==> config.mk <==
export PLATFORM = sky130hd
export DESIGN_NAME = agc_level_detector
export DESIGN_NICKNAME = d
export VERILOG_FILES = /design/src/rtl/agc_det_pkg.sv /design/src/rtl/agc_cfg_regs.sv /design/src/rtl/agc_rectifier.sv /design/src/rtl/agc_leaky_avg.sv /design/src/rtl/agc_thr_compare.sv /design/src/rtl/agc_level_detector.sv
export SDC_FILE = /design/constraint.sdc
export NUM_CORES = 1
export LEC_CHECK = 0
export BUFFER_PORTS_ARGS = -buffer_cell sky130_fd_sc_hd__buf_2
export CAP_MARGIN = 20
export CELL_PAD_IN_SITES_DETAIL_PLACEMENT = 1
export CELL_PAD_IN_SITES_GLOBAL_PLACEMENT = 2
export CORE_MARGIN = 2
export CORE_UTILIZATION = 35
export DETAILED_ROUTE_END_ITERATION = 8
export GPL_ROUTABILITY_DRIVEN = 0
export PLACE_DENSITY_LB_ADDON = 0.15
export SYNTH_ARGS = -nofsm -noshare
export SYNTH_HDL_FRONTEND = slang
export SYNTH_HIERARCHICAL = 1
export SYNTH_SLANG_ARGS = --single-unit
==> constraint.sdc <==
create_clock -name clk -period 3.85 [get_ports clk]
set_clock_uncertainty 0.05 [all_clocks]
set_input_delay 0.1925 -clock clk [delete_from_list [all_inputs] [get_ports clk]]
set_output_delay 0.1925 -clock clk [all_outputs]
set_load 0.005 [all_outputs]
==> src/rtl/agc_det_pkg.sv <==
package agc_det_pkg;

    typedef enum logic {
        FMT_TWOS   = 1'b0,
        FMT_OFFSET = 1'b1
    } smp_fmt_e;

    typedef enum logic {
        CSEL_FMT = 1'b0,
        CSEL_THR = 1'b1
    } cfg_sel_e;

    typedef struct packed {
        logic oe;
        logic val;
    } pin_drv_t;

    localparam pin_drv_t DRV_HIZ       = '{oe: 1'b0, val: 1'b0};
    localparam pin_drv_t DRV_CHARGE    = '{oe: 1'b1, val: 1'b1};
    localparam pin_drv_t DRV_DISCHARGE = '{oe: 1'b1, val: 1'b0};

endpackage

==> src/rtl/agc_cfg_regs.sv <==
module agc_cfg_regs
    import agc_det_pkg::*;
#(
    parameter int THR_W = 4
) (
    input  logic                    clk,
    input  logic                    rst_n,
    input  logic                    cfg_we,
    input  logic                    cfg_sel,
    input  logic [THR_W-1:0]        cfg_wdata,
    output smp_fmt_e                fmt,
    output logic signed [THR_W-1:0] thr
);

    typedef struct packed {
        smp_fmt_e         fmt;
        logic [THR_W-1:0] thr;
    } cfg_t;

    cfg_t cfg_d, cfg_q;

    always_comb begin
        cfg_d = cfg_q;
        if (cfg_we) begin
            case (cfg_sel_e'(cfg_sel))
                CSEL_FMT: cfg_d.fmt = smp_fmt_e'(cfg_wdata[0]);
                CSEL_THR: cfg_d.thr = cfg_wdata;
                default:  cfg_d = cfg_q;
            endcase
        end
    end

    always_ff @(posedge clk or negedge rst_n) begin
        if (!rst_n) begin
            cfg_q <= '{fmt: FMT_TWOS, thr: '0};
        end else begin
            cfg_q <= cfg_d;
        end
    end

    assign fmt = cfg_q.fmt;
    assign thr = $signed(cfg_q.thr);

endmodule

==> src/rtl/agc_rectifier.sv <==
module agc_rectifier
    import agc_det_pkg::*;
#(
    parameter int SAMPLE_W = 10
) (
    input  logic                clk,
    input  logic                rst_n,
    input  logic [SAMPLE_W-1:0] smp,
    input  smp_fmt_e            fmt,
    output logic [SAMPLE_W-1:0] mag
);

    localparam int MSB = SAMPLE_W - 1;

    typedef struct packed {
        logic [SAMPLE_W-1:0] mag;
    } rect_t;

    rect_t rect_d, rect_q;
    logic [SAMPLE_W-1:0] twos_v;

    always_comb begin
        twos_v      = smp;
        twos_v[MSB] = smp[MSB] ^ (fmt == FMT_OFFSET);
        rect_d      = rect_q;
        if (twos_v[MSB]) begin
            // Most negative code maps to 2^(SAMPLE_W-1), still representable unsigned
            rect_d.mag = ~twos_v + {{(SAMPLE_W-1){1'b0}}, 1'b1};
        end else begin
            rect_d.mag = twos_v;
        end
    end

    always_ff @(posedge clk or negedge rst_n) begin
        if (!rst_n) begin
            rect_q <= '0;
        end else begin
            rect_q <= rect_d;
        end
    end

    assign mag = rect_q.mag;

endmodule

==> src/rtl/agc_leaky_avg.sv <==
module agc_leaky_avg #(
    parameter int MAG_W     = 10,
    parameter int AVG_SHIFT = 6,
    localparam int ACC_W    = MAG_W + AVG_SHIFT
) (
    input  logic             clk,
    input  logic             rst_n,
    input  logic [MAG_W-1:0] mag,
    output logic [ACC_W-1:0] acc,
    output logic [MAG_W-1:0] avg
);

    typedef struct packed {
        logic [ACC_W-1:0] acc;
    } avg_t;

    avg_t avg_d, avg_q;
    logic [ACC_W-1:0] leak;

    always_comb begin
        leak      = avg_q.acc >> AVG_SHIFT;
        avg_d     = avg_q;
        avg_d.acc = avg_q.acc - leak + {{AVG_SHIFT{1'b0}}, mag};
    end

    always_ff @(posedge clk or negedge rst_n) begin
        if (!rst_n) begin
            avg_q <= '0;
        end else begin
            avg_q <= avg_d;
        end
    end

    assign acc = avg_q.acc;
    assign avg = avg_q.acc[ACC_W-1:AVG_SHIFT];

endmodule

==> src/rtl/agc_thr_compare.sv <==
module agc_thr_compare
    import agc_det_pkg::*;
#(
    parameter int MAG_W = 10,
    parameter int THR_W = 4
) (
    input  logic                    clk,
    input  logic                    rst_n,
    input  logic [MAG_W-1:0]        avg,
    input  logic signed [THR_W-1:0] thr,
    output pin_drv_t                drv
);

    typedef struct packed {
        pin_drv_t drv;
    } cmp_t;

    cmp_t cmp_d, cmp_q;
    logic signed [THR_W:0] level_s;
    logic signed [THR_W:0] thr_s;

    always_comb begin
        // Threshold aligned to the top of the average: compare the upper bits only
        level_s = $signed({1'b0, avg[MAG_W-1 -: THR_W]});
        thr_s   = {thr[THR_W-1], thr};
        cmp_d   = cmp_q;
        if (level_s < thr_s) begin
            cmp_d.drv = DRV_CHARGE;
        end else if (level_s > thr_s) begin
            cmp_d.drv = DRV_DISCHARGE;
        end else begin
            cmp_d.drv = DRV_HIZ;
        end
    end

    always_ff @(posedge clk or negedge rst_n) begin
        if (!rst_n) begin
            cmp_q <= '{drv: DRV_HIZ};
        end else begin
            cmp_q <= cmp_d;
        end
    end

    assign drv = cmp_q.drv;

endmodule

==> src/rtl/agc_level_detector.sv <==
module agc_level_detector
    import agc_det_pkg::*;
#(
    parameter int SAMPLE_W  = 10,
    parameter int THR_W     = 4,
    parameter int AVG_SHIFT = 6
) (
    input  logic                clk,
    input  logic                rst_n,
    input  logic [SAMPLE_W-1:0] smp_in,
    input  logic                cfg_we,
    input  logic                cfg_sel,
    input  logic [THR_W-1:0]    cfg_wdata,
    output logic                agc_oe,
    output logic                agc_val
);

    localparam int MAG_W = SAMPLE_W;
    localparam int ACC_W = MAG_W + AVG_SHIFT;

    smp_fmt_e                fmt_w;
    logic signed [THR_W-1:0] thr_w;
    logic [MAG_W-1:0]        mag_w;
    logic [ACC_W-1:0]        acc_w;
    logic [MAG_W-1:0]        avg_w;
    pin_drv_t                drv_w;

    agc_cfg_regs #(.THR_W(THR_W)) u_cfg (
        .clk       (clk),
        .rst_n     (rst_n),
        .cfg_we    (cfg_we),
        .cfg_sel   (cfg_sel),
        .cfg_wdata (cfg_wdata),
        .fmt       (fmt_w),
        .thr       (thr_w)
    );

    agc_rectifier #(.SAMPLE_W(SAMPLE_W)) u_rect (
        .clk   (clk),
        .rst_n (rst_n),
        .smp   (smp_in),
        .fmt   (fmt_w),
        .mag   (mag_w)
    );

    agc_leaky_avg #(.MAG_W(MAG_W), .AVG_SHIFT(AVG_SHIFT)) u_avg (
        .clk   (clk),
        .rst_n (rst_n),
        .mag   (mag_w),
        .acc   (acc_w),
        .avg   (avg_w)
    );

    agc_thr_compare #(.MAG_W(MAG_W), .THR_W(THR_W)) u_cmp (
        .clk   (clk),
        .rst_n (rst_n),
        .avg   (avg_w),
        .thr   (thr_w),
        .drv   (drv_w)
    );

    assign agc_oe  = drv_w.oe;
    assign agc_val = drv_w.val;

endmodule

==> results by group, run 1 <==
Finish
  • Most common cell after layout, fill and taps aside: inv_1
  • FILL cells: 807
  • Antenna cells: 0
  • Layout area overhead: 10.40%
  • Share of cells above drive strength 1: 0.1564
  • Highest-count cells in the layout ignoring fill and taps: inv_1, dfrtp_1, ha_1, buf_2, a21oi_1
  • Multi-input logic area: roughly 1400 µm²
  • Non-filler instance count after layout: around 370
  • NumNets Final: 325
  • Flip-flop and latch area: around 830 µm²

STA
  • Slew HR: 0.4951
  • RSZ-0062 raised after global routing: false
  • Max Freq: about 370 MHz
  • Final Setup Violations: 0
  • Setup TNS Final: 0 ns
  • Worst hold slack: approximately 0.020 ns
  • Fin. Hold Viols: 0
  • Fin. max-slew vios: 0
  • Min Tclk post-route: between 2 and 3 ns
  • Fin crit share: 0.7037
  • Slew @ Worst Pin: 0.7574 ns

Detailed routing
  • Routed len/inst: between 10 and 15 µm
  • DRT Pass-1 Iters: 4
  • Drt drc: 0
  • Final Routed Wirelength: 5437 µm
  • Vias/cell: around 4.7
  • Initial DRC Count: between 50 and 60
  • Post-route ant nets: 0
  • Via count: 1756

CTS
  • Setup Buffers After CTS: 0
  • Root Driver: clkbuf_8
  • CTS Sinks: 33
  • Clock Pin Slew Worst Setup and Hold Paths: around 0.070 ns
  • CTS tree: built
  • H-Tree Depth: 2
  • Clock latency on the worst-skew pair: roughly 0.28 ns
  • Longest Clk Path Bufs: 2
  • CTS Buf Count: 5

Setup path
  • R2R cell count: 8
  • R2R Path End: u_avg/acc[15]
  • Element type at the critical path start: flop
  • Setup Crit Path Kind: reg -> reg
  • CP Capture Type: flop
  • Worst path required time: about 4 ns
  • Reg2reg setup slack: 1.14 ns
  • Crit path from: u_avg/acc[14]
  • WP data arrival: roughly 2.8 ns
  • Crit path max fanout: 6
  • FF-to-FF Start: u_avg/acc[14]
  • Worst setup endpoint: u_avg/acc[15]

Die
  • Placement Rows: 30
  • Die area: 7696 µm²
  • Core ar.: around 6800 µm²
  • Die Span X: 87.73 µm
  • # IOs: 20
  • Chip Height: 87.73 µm
  • Initial core utilization: 0.3611

Global routing
  • Initial antenna violation count: 0
  • First-pass GRT wire length: approximately 9400 µm
  • Total GRT Usage: 0.1634
  • Vias in the first global route: approximately 1900
  • Total gr overflow: 0
  • Largest net degree at the start of global routing: 34

Synthesis
  • Avg Synthesized Cell Area: around 9.5 µm²
  • Synth Warn #: 6
  • Synth Net Count: roughly 300
  • Synthesized instance count: around 260
  • Mapped Area: 2454 µm²

Outcome
  • Outcome: finished, final reports clean

Placement
  • Post-Place Cells: around 360
  • Hpwl dp: 4413 µm
  • Port-buffer cells: 19

Flow run
  • Max-capacitance violation count: 0

Hold path
  • Hold Crit Class: in -> reg
[layer usage]
metal / global-route usage / vias to the layer above / share of wire
met2: 0.2534 / 20 / 0.46
met4: 0.07552 / 0 / 0.031
met3: 0.03205 / 12 / 0.020
met5: 0 / - / 0
li1: - / 879 / -
met1: 0.2199 / 845 / 0.49
[what timing repair did]
item                                    CTS  global route
gates resized for setup                   0             0
endpoints found under the setup margin    0             0
endpoints found under the hold margin    33             0
hold buffers                              1             0
[registers in the layout, summed over array words and instances (netlist names)]
register,cells
u_cmp/drv,2
u_cfg/fmt,1
u_cfg/thr,4
u_rect/mag,10
u_avg/acc,16
[worst max-delay path, cell delays in order (launching register included)]
cell and delay (ns):
dfrtp_1 0.47, fa_1 0.52, inv_1 0.05, ha_1 0.37, a21o_1 0.24, a311o_1 0.38
a221oi_2 0.25, o21ai_1 0.12, xnor2_1 0.14
[final cells by class]
cell class / count / area share
Multi-Input combinational cell: 157 / 0.4998
Sequential cell: 33 / 0.3048
Inverter: 58 / 0.08037
Tap cell: 96 / 0.04434
Timing Repair Buffer: 20 / 0.03880
Clock buffer: 7 / 0.03187
[through the flow]
stage / utilization / instance area [µm²] / worst slack [ns]
after global placement: 0.3845 / 2613 / 1.126
after detailed placement: 0.3845 / 2613 / 1.152
after global routing: 0.3987 / 2709 / 0.9532
after floorplan: - / 2454 / 1.411
after CTS: 0.3987 / 2709 / 1.132
final: 0.3987 / 2709 / 1.141
[worst min path at each step]
stage / cells past startpoint / from / endpoint / slack, ns
2_1_floorplan: 0 / rst_n / u_avg/acc[0] / -0.15
3_3_place_gp: 1 / rst_n / u_rect/mag[7] / 0.26
3_5_place_dp: 1 / rst_n / u_rect/mag[7] / 0.27
4_1_cts: 1 / smp_in[0] / u_rect/mag[0] / 0.01
5_1_grt: 1 / smp_in[0] / u_rect/mag[0] / 0.01
6_report: 1 / smp_in[0] / u_rect/mag[0] / 0.02
Power of run 1 is left out: the tool's default activity adds up to more than one toggle a clock period on the data nets, which glitch-free logic cannot reach.
==> run 2, diff against run 1 <==
clock period = 2.25 ns   (was 3.85 ns; I/O delays follow)
==> results by group, run 2 (synthesized netlist as in run 1, its figures left out) <==
Detailed routing
  • Via count: 1986
  • Drt drc: 0
  • Routed len/inst: roughly 14 µm
  • DRT Pass-1 Iters: 4
  • Final Routed Wirelength: between 6000 and 7000 µm
  • Post-route ant nets: 0
  • Initial DRC Count: 33
  • Vias/cell: roughly 4.7

Setup path
  • Reg2reg setup slack: -0.13 ns
  • Worst path required time: 2.43 ns
  • R2R cell count: 9
  • CP Capture Type: flop
  • Setup Crit Path Kind: reg -> reg
  • R2R Path End: u_avg/acc[8]
  • Crit path max fanout: 3
  • Element type at the critical path start: flop
  • WP data arrival: roughly 2.6 ns
  • FF-to-FF Start: u_avg/acc[9]

Finish
  • Most common cell after layout, fill and taps aside: inv_1
  • Share of cells above drive strength 1: 0.3994
  • Max reg flops: 16
  • Highest-count cells in the layout ignoring fill and taps: inv_1, buf_4, dfrtp_1, buf_2, ha_1
  • NumNets Final: roughly 380
  • Antenna cells: 0
  • FILL cells: 781
  • Layout area overhead: 40.23%

STA
  • Fin. Hold Viols: 0
  • Slew HR: 0.5029
  • Final setup margin: -0.1347 ns
  • Max Freq: 419.3 MHz
  • Min Tclk post-route: roughly 2.4 ns
  • Slew @ Worst Pin: 0.7457 ns
  • Fin. max-slew vios: 0
  • Final Setup Violations: 8
  • Setup TNS Final: -0.7180 ns
  • RSZ-0062 raised after global routing: true
  • Worst hold slack: 0.005507 ns
  • Fin crit share: 1.060

Global routing
  • First-pass GRT wire length: between 10000 and 15000 µm
  • Total GRT Usage: 0.1720
  • Initial antenna violation count: 0
  • Largest net degree at the start of global routing: 34
  • Vias in the first global route: 2200
  • Total gr overflow: 0

CTS
  • Longest Clk Path Bufs: 2
  • Clock latency on the worst-skew pair: between 0.2 and 0.3 ns
  • CTS tree: built
  • CTS Buf Count: 5
  • H-Tree Depth: 2
  • Root Driver: clkbuf_8
  • CTS Sinks: 33
  • Clock Pin Slew Worst Setup and Hold Paths: 0.07 ns

Hold path
  • Hold path cells: 2
  • Hold Crit Class: in -> reg
  • Hold EP: u_cfg/fmt
  • Hold path start: cfg_wdata[0]

Placement
  • Port-buffer cells: 19
  • Hpwl dp: between 4000 and 5000 µm

Die
  • Placement Rows: 30
  • Chip Height: ~88 µm
  • Die area: ~7700 µm²
  • # IOs: 20
  • Core ar.: 6794 µm²
  • Die Span X: approximately 88 µm
  • Initial core utilization: 0.3611

Outcome
  • Failing checks: setup timing
  • Outcome: finished with violations

Flow run
  • Max-capacitance violation count: 0
==> run 2: layer usage <==
layer,global-route usage,up-vias,share of wire
li1,-,988,-
met1,0.2111,974,0.45
met2,0.3099,14,0.52
met3,0.03110,10,0.015
met4,0.04476,0,0.017
met5,0,-,0
==> run 2: worst max path at each step <==
stage                        startpoint             to  slack [ns]  cells past startpoint
after floorplan            u_avg/acc[8]  u_avg/acc[15]       -0.06                      9
after global placement    u_rect/mag[2]  u_avg/acc[12]       -0.29                      9
after detailed placement  u_rect/mag[2]  u_avg/acc[12]       -0.29                      9
after CTS                  u_avg/acc[1]  u_avg/acc[12]       -0.16                      9
after global routing       u_avg/acc[9]   u_avg/acc[8]       -0.24                      9
final                      u_avg/acc[9]   u_avg/acc[8]       -0.13                      9
==> run 2: what timing repair did <==
item / 4_1_cts / 5_1_grt
hold buffers: 9 / 0
buffers inserted: 5 / 2
resized for setup: 27 / 22
hold endpoints to repair: 42 / 0
endpoints found under the setup margin: 8 / 10
pin swaps: 18 / 15
==> run 2: area by class of cell <==
cell class                      instances  area [µm²]  share of cell area
Inverter                               58       217.7             0.06327
Multi-Input combinational cell        157        1650              0.4796
Sequential cell                        33       825.8              0.2400
Timing Repair Buffer                   73       523.0              0.1520
Tap cell                               96       120.1             0.03491
Clock buffer                            5       68.82             0.02000
Clock inverter                          2       35.03             0.01018
==> run 2: worst max-delay path: stages, from the launching register on <==
cell and delay, ns:
dfrtp_1 0.41, buf_4 0.14, fa_1 0.47, inv_1 0.07, ha_4 0.18, a21o_1 0.21
a21oi_4 0.21, a21boi_2 0.08, or4_1 0.40, nand3_1 0.09
==> run 2: per-stage QoR <==
stage	instance area, µm²	setup WS (ns)	utilization	instances
after floorplan	2521	-0.06071	-	257
after global placement	2964	-0.2905	0.4363	401
after detailed placement	2964	-0.2949	0.4363	401
after CTS	3321	-0.1623	0.4888	422
after global routing	3441	-0.2392	0.5064	424
final	3441	-0.1347	0.5064	424
Power of run 2 is left out for the same reason.
==> run 3, diff against run 2 <==
CORE_ASPECT_RATIO = 0.5   (was not set)
==> results by group, run 3 (synthesized netlist as in run 1, its figures left out) <==
Finish
  • NumNets Final: approximately 370
  • FILL cells: approximately 770
  • Layout area overhead: 41.36%
  • Most common cell after layout, fill and taps aside: inv_1
  • Non-filler instance count after layout: approximately 420
  • Share of cells above drive strength 1: 0.4290
  • Multi-input logic area: between 1500 and 2000 µm²
  • Antenna cells: 0
  • Highest-count cells in the layout ignoring fill and taps: inv_1, buf_4, dfrtp_1, buf_2, inv_2
  • Max reg flops: 16
  • Flip-flop and latch area: 825.8 µm²

Setup path
  • Crit path max fanout: 4
  • Setup Crit Path Kind: reg -> reg
  • CP Capture Type: flop
  • Element type at the critical path start: flop
  • Crit path from: u_avg/acc[2]
  • Worst setup endpoint: u_avg/acc[8]
  • R2R cell count: 9
  • FF-to-FF Start: u_avg/acc[2]
  • Reg2reg setup slack: -0.17 ns
  • WP data arrival: roughly 2.6 ns
  • Worst path required time: 2.42 ns
  • R2R Path End: u_avg/acc[8]

Global routing
  • Largest net degree at the start of global routing: 34
  • Total GRT Usage: 0.1812
  • Total gr overflow: 0
  • Initial antenna violation count: 0
  • First-pass GRT wire length: ~11000 µm
  • Vias in the first global route: roughly 2100

Die
  • Chip Height: 63.21 µm
  • # IOs: 20
  • Core ar.: about 6700 µm²
  • Die area: 7737 µm²
  • Die Span X: 122.4 µm
  • Placement Rows: 21
  • Initial core utilization: 0.3648

Placement
  • Port-buffer cells: 19
  • Hpwl dp: ~4800 µm
  • Post-Place Cells: 395

Outcome
  • Failing checks: setup timing
  • Outcome: finished with violations

CTS
  • Root Driver: clkbuf_16
  • CTS Buf Count: 5
  • Clock latency on the worst-skew pair: approximately 0.28 ns
  • Longest Clk Path Bufs: 2
  • Clock Pin Slew Worst Setup and Hold Paths: about 0.06 ns
  • H-Tree Depth: 2
  • CTS Sinks: 33
  • CTS tree: built

Detailed routing
  • Via count: between 1500 and 2000
  • Routed len/inst: approximately 15 µm
  • Vias/cell: between 4 and 5
  • Drt drc: 0
  • Initial DRC Count: 54
  • DRT Pass-1 Iters: 4
  • Final Routed Wirelength: 6379 µm
  • Post-route ant nets: 0

Hold path
  • Hold Crit Class: in -> reg

STA
  • Min Tclk post-route: 2.416 ns
  • Slew HR: 0.4720
  • Worst hold slack: approximately 0.0071 ns
  • Final Setup Violations: 9
  • Fin crit share: 1.074
  • Fin. max-slew vios: 0
  • Slew @ Worst Pin: between 0.7 and 0.8 ns
  • RSZ-0062 raised after global routing: true
  • Final setup margin: -0.1656 ns
  • Max Freq: about 410 MHz
  • Fin. Hold Viols: 0

Flow run
  • Max-capacitance violation count: 0
==> run 3: cell types whose count changed in the layout (fill, tap and decap cells not counted), moves of 3 or more <==
cell / before / now
nor2_2: 3 / 0
clkbuf_8: 5 / 0
inv_1: 50 / 45
inv_2: 8 / 13
dlygate4sd3_1: 9 / 6
clkbuf_16: 0 / 5
==> run 3: final cells by class <==
type                       instances  area share
inverter                          58     0.06277
timing repair buffer              68      0.1378
sequential                        33      0.2381
clock buffer                       5     0.03607
tap                               92     0.03319
multi-input combinational        157      0.4787
clock inverter                     3     0.01335
==> run 3: worst min-delay path by stage <==
stage	start	end	slack, ns	depth (start not counted)
2_1_floorplan	rst_n	u_avg/acc[0]	-0.23	0
3_3_place_gp	rst_n	u_cmp/drv[0]	0.19	1
3_5_place_dp	rst_n	u_cmp/drv[0]	0.19	1
4_1_cts	cfg_wdata[2]	u_cfg/thr[2]	0.005	2
5_1_grt	cfg_wdata[2]	u_cfg/thr[2]	0.003	2
6_report	smp_in[3]	u_rect/mag[3]	0.007	2
==> run 3: routing by layer <==
metal	routed length (µm)	GRT usage
met5	0	0
met2	2902	0.2819
met1	3288	0.2563
met3	144	0.04348
met4	43	0.03879
==> run 3: repair_timing <==
action / in CTS / in global routing
gates resized for setup: 36 / 18
buffers inserted: 4 / 3
endpoints found under the hold margin: 39 / 0
hold buffers: 6 / 0
pin swaps: 16 / 19
setup endpoints to repair: 8 / 11
==> run 3: through the flow <==
stage	instance area [µm²]	worst slack (ns)	util	TNS, ns
final	3468	-0.1656	0.5156	-1.125
after global routing	3468	-0.2353	0.5156	-1.831
after CTS	3378	-0.1809	0.5022	-1.118
after detailed placement	2944	-0.3378	0.4377	-1.900
after global placement	2944	-0.3071	0.4377	-1.897
after floorplan	2521	-0.06071	-	-0.1168
==> run 3: worst max-delay path, stage by stage (launching register included) <==
cell	delay, ns
dfrtp_1	0.37
inv_2	0.05
fa_1	0.56
inv_2	0.06
ha_4	0.23
nor2b_4	0.14
o2111ai_4	0.28
a21boi_2	0.09
or4_1	0.42
nand3_1	0.09
Power of run 3 is left out for the same reason.
